[src/rtl/mag_cmp_pkg.sv]
package mag_cmp_pkg;
  typedef struct packed {
    logic gt;
    logic lt;
    logic eq;
  } rel_t;
endpackage

[src/rtl/nibble_cmp.sv]
module nibble_cmp
  import mag_cmp_pkg::*;
#(
  parameter int unsigned W = 4
) (
  input  logic [W-1:0] a_i,
  input  logic [W-1:0] b_i,
  output rel_t         rel_o
);
  // pre_eq[i]: bits above i all match
  logic [W:0]   pre_eq;
  logic [W-1:0] gt_bit;
  logic [W-1:0] lt_bit;

  assign pre_eq[W] = 1'b1;

  for (genvar i = 0; i < W; i++) begin : g_bit
    assign pre_eq[i] = pre_eq[i+1] & (a_i[i] ~^ b_i[i]);
    assign gt_bit[i] = pre_eq[i+1] & a_i[i] & ~b_i[i];
    assign lt_bit[i] = pre_eq[i+1] & ~a_i[i] & b_i[i];
  end

  assign rel_o.gt = |gt_bit;
  assign rel_o.lt = |lt_bit;
  assign rel_o.eq = pre_eq[0];
endmodule

[src/rtl/cascade_merge.sv]
module cascade_merge
  import mag_cmp_pkg::*;
(
  input  rel_t local_i,
  input  rel_t casc_i,
  output rel_t rel_o
);
  assign rel_o = local_i.eq ? casc_i : local_i;
endmodule

[src/rtl/mag_cmp_stage.sv]
module mag_cmp_stage
  import mag_cmp_pkg::*;
#(
  parameter int unsigned W = 4
) (
  input  logic [W-1:0] a_i,
  input  logic [W-1:0] b_i,
  input  rel_t         casc_i,
  output rel_t         rel_o
);
  rel_t local_rel;

  nibble_cmp #(.W(W)) u_cmp (
    .a_i  (a_i),
    .b_i  (b_i),
    .rel_o(local_rel)
  );

  cascade_merge u_merge (
    .local_i(local_rel),
    .casc_i (casc_i),
    .rel_o  (rel_o)
  );
endmodule

[src/rtl/mag_cmp_chain.sv]
module mag_cmp_chain
  import mag_cmp_pkg::*;
#(
  parameter int unsigned NIB_W    = 4,
  parameter int unsigned N_STAGES = 4,
  localparam int unsigned WORD_W  = NIB_W * N_STAGES
) (
  input  logic [WORD_W-1:0] a_i,
  input  logic [WORD_W-1:0] b_i,
  input  logic              casc_gt_i,
  input  logic              casc_lt_i,
  input  logic              casc_eq_i,
  output logic              gt_o,
  output logic              lt_o,
  output logic              eq_o
);
  rel_t link [N_STAGES+1];

  assign link[0] = '{gt: casc_gt_i, lt: casc_lt_i, eq: casc_eq_i};

  for (genvar k = 0; k < N_STAGES; k++) begin : g_stage
    mag_cmp_stage #(.W(NIB_W)) u_stage (
      .a_i   (a_i[k*NIB_W +: NIB_W]),
      .b_i   (b_i[k*NIB_W +: NIB_W]),
      .casc_i(link[k]),
      .rel_o (link[k+1])
    );
  end

  assign gt_o = link[N_STAGES].gt;
  assign lt_o = link[N_STAGES].lt;
  assign eq_o = link[N_STAGES].eq;
endmodule

[config.mk]
export PLATFORM = sky130hd
export DESIGN_NAME = mag_cmp_chain
export DESIGN_NICKNAME = d
export VERILOG_FILES = /design/src/rtl/mag_cmp_pkg.sv /design/src/rtl/nibble_cmp.sv /design/src/rtl/cascade_merge.sv /design/src/rtl/mag_cmp_stage.sv /design/src/rtl/mag_cmp_chain.sv
export SDC_FILE = /design/constraint.sdc
export NUM_CORES = 1
export LEC_CHECK = 0
export BUFFER_PORTS_ARGS = -buffer_cell sky130_fd_sc_hd__buf_2
export CAP_MARGIN = 40
export CELL_PAD_IN_SITES_DETAIL_PLACEMENT = 1
export CELL_PAD_IN_SITES_GLOBAL_PLACEMENT = 1
export CORE_MARGIN = 5
export CORE_UTILIZATION = 33
export DETAILED_ROUTE_END_ITERATION = 6
export PLACE_DENSITY = 0.91
export SYNTH_ARGS = -nofsm -noshare
export SYNTH_HDL_FRONTEND = slang
export SYNTH_HIERARCHICAL = 1
export SYNTH_SLANG_ARGS = --single-unit
[constraint.sdc]
create_clock -name vclk -period 2.49
set_input_delay 0.1245 -clock vclk [all_inputs]
set_output_delay 0.1245 -clock vclk [all_outputs]
set_load 0.01 [all_outputs]
==> results.py <==
metrics = {
    "outcome": {
        "status": "finished, final reports clean",
    },
    "layout": {
        "area_growth_pct": 34.67,
        "drive_above_1_share_pct": 49.18,
        "fillers": 267,
        "final_net_count": 167,
        "seqCellArea_um2": 0,
        "nClkBuffers": 0,
        "multiInputGateArea_um2": 654.4,
        "mostFrequentLayoutCells": "38 x buf_2, 12 x inv_1, 12 x nor2b_1, 8 x nand2b_1, 8 x mux2_2",
        "layout.cells.most_common": "buf_2",
        "antenna_cells": 0,
        "n_sequential_cell": 0,
    },
    "synth": {
        "synth-compound-area-share_pct": 13.87,
        "synth_top_family_by_area": "simple AND/OR/NAND/NOR gates",
        "synth_xor_area_share_pct": 5.109,
        "yosys.area_share.adder_pct": 21.17,
        "syn-num-nets": 127,
        "syn_area_um2": 685.7,
        "synth_top_area_share_pct": 14.60,
        "yosysTopAreaCell": "ha_1",
        "ys_seq_area_share_pct": 0,
        "synth-simple-area-share_pct": 40.15,
        "muxShareOfSynthArea_pct": 13.14,
        "synth_warnings": 6,
        "synthCells": 84,
        "ys_top_cells_by_area": "ha_1 15%, mux2_2 13%, nor2b_1 11%",
        "post_synth.cell_area_avg_um2": 8.163,
        "synth.distinct_cells": 16,
    },
    "global_route": {
        "grt_pass1_wl_um": 3263,
        "grt_pass1_vias": 811,
        "grtUsageTotal_pct": 12.03,
        "antenna_found_initial": 0,
        "grt_max_degree": 6,
        "grt-ovfl-total": 0,
    },
    "timing": {
        "hold_violations": 0,
        "max_slew_margin_pct": 79.30,
        "worst_pin_slew_ns": 0.3097,
        "fin_tns_setup_ns": 0,
        "layout_setup_ws_ns": 0.1442,
        "setup_viol": 0,
        "min_period_over_period_pct": 94.21,
        "fin_crit_ns": 2.346,
        "slew_viol_final": 0,
        "max_freq_ghz": 0.4263,
        "rsz0062_at_grt": "no",
    },
    "critical_path": {
        "worst_path_max_delay_cell": "mux2_2",
        "max_stage_delay_ns": 0.26,
        "path_class": "in -> out",
        "crit_arrival_ns": 2.22,
        "crit_chain": "buf_2 > inv_1 > ha_4 > and3b_1 > a311oi_1 > o21ai_1 > mux2_2 > mux2_2 > mux2_2 > mux2_2 > buf_2",
        "cp-start-kind": "input pin",
        "critPathMostFrequentCell": "mux2_2",
        "cp_max_fo": 5,
        "cp_data_required_time_ns": 2.37,
        "endpoint_kind": "output pin",
    },
    "die": {
        "row_count": 16,
        "die_area_mm2": 0.003089,
        "fp.coreArea_mm2": 0.001962,
        "ios": 38,
        "initial_utilization_pct": 34.95,
        "die_y_um": 55.58,
        "fp.dieW_um": 55.58,
    },
    "route": {
        "firstDrtPassIters": 3,
        "wl_per_cell_um": 12.33,
        "avgViaCountPerCell": 5.000,
        "route.vias.total": 745,
        "drtIter0Drc": 10,
        "drt_wl_total_um": 1837,
        "detail-route-antenna-nets": 0,
        "drc_errors": 0,
    },
    "worst_hold_path": {
        "min_path_type": "in -> out",
        "hold_path_depth": 5,
        "min_to": "lt_o",
        "holdCritStartpoint": "b_i[15]",
    },
    "clock_tree": {
        "postCtsSetupBuffers": 0,
    },
    "pwr": {
        "leakage_nw": 0.4779,
        "worst_ir_drop_vdd_mv": 0.06305,
        "power_per_cell_area_mw_per_mm2": 160.2,
    },
    "place": {
        "place_congestion": 0.7793,
        "post-place-ws_ns": 0.05593,
        "dp_hpwl_um": 1749,
        "port_buffers": 38,
    },
    "flow_run": {
        "drv_cap": 0,
    },
}
synth_stat cells:
cell type and number:
o21ai_1 4, nor4b_2 2, inv_1 12, maj3_2 4, xor2_1 2, nand2b_1 8, xnor2_1 2, nand4_1 2
and3b_1 6, mux2_2 8, ha_1 8, nor2b_1 12, a221o_1 4, and2_2 4, a311oi_1 4, nor3b_2 2
worst max-delay path by stage:
stage                      start  endpoint  slack (ns)  cells after the start
after floorplan           a_i[3]      lt_o        0.38                      9
after CTS                 a_i[3]      lt_o        0.06                     11
final                     a_i[3]      lt_o        0.14                     11
after global placement    a_i[3]      gt_o        0.11                     11
after global routing      a_i[3]      gt_o        0.03                     11
after detailed placement  a_i[3]      lt_o        0.06                     11
critical path: cells and delay by family:
family / cells / cell delay (ns)
AOI/OAI and AO/OA: 2 / 0.34
buffers and inverters: 3 / 0.34
muxes: 4 / 1.02
adders and majority gates: 1 / 0.22
and+or+nand+nor: 1 / 0.18
metrics by stage:
step           cell area (um^2)  utilization [%]  cells  total power [mW]  hold slack, ns
2_1_floorplan             685.7                -     84           0.09046          0.6126
3_3_place_gp              909.6            46.36    149            0.1381          0.8204
3_5_place_dp              909.6            46.36    149            0.1474          0.8194
4_1_cts                   909.6            46.36    149            0.1479          0.8194
5_1_grt                   923.4            47.07    149            0.1662          0.8734
6_report                  923.4            47.07    149            0.1479          0.8136
cells by family after synthesis:
group / Yosys count
AO/OA/AOI/OAI: 12
XOR/XNOR: 4
adder cells (fa/ha/maj): 12
buffers and inverters: 12
multiplexers: 8
AND/OR/NAND/NOR: 36
layer usage:
layer | global-route usage [%] | up-vias | routed length [um]
li1 | - | 376 | -
met1 | 12.77 | 343 | 704
met2 | 24.83 | 26 | 1003
met3 | 2.784 | 0 | 128
met4 | 0 | 0 | 0
met5 | 0 | - | 0
report_power, final:
group          total [mW]  internal [mW]  leakage, nW  switching, mW
Sequential              0              0            0              0
Combinational       0.148         0.0830        0.478         0.0649
Clock                   0              0            0              0
area by class of cell:
type               instances  share of cell area (%)
inverters                 12                   4.878
multi-input cells         72                   70.87
repair buffers            38                   20.60
well taps                 27                   3.659
repair_timing:
item | in CTS | in global routing
hold buffers | 0 | 0
setup endpoints to repair | 0 | 2
gates resized for setup | 0 | 2
endpoints found under the hold margin | 0 | 0
(Power assumes the default switching activity.)
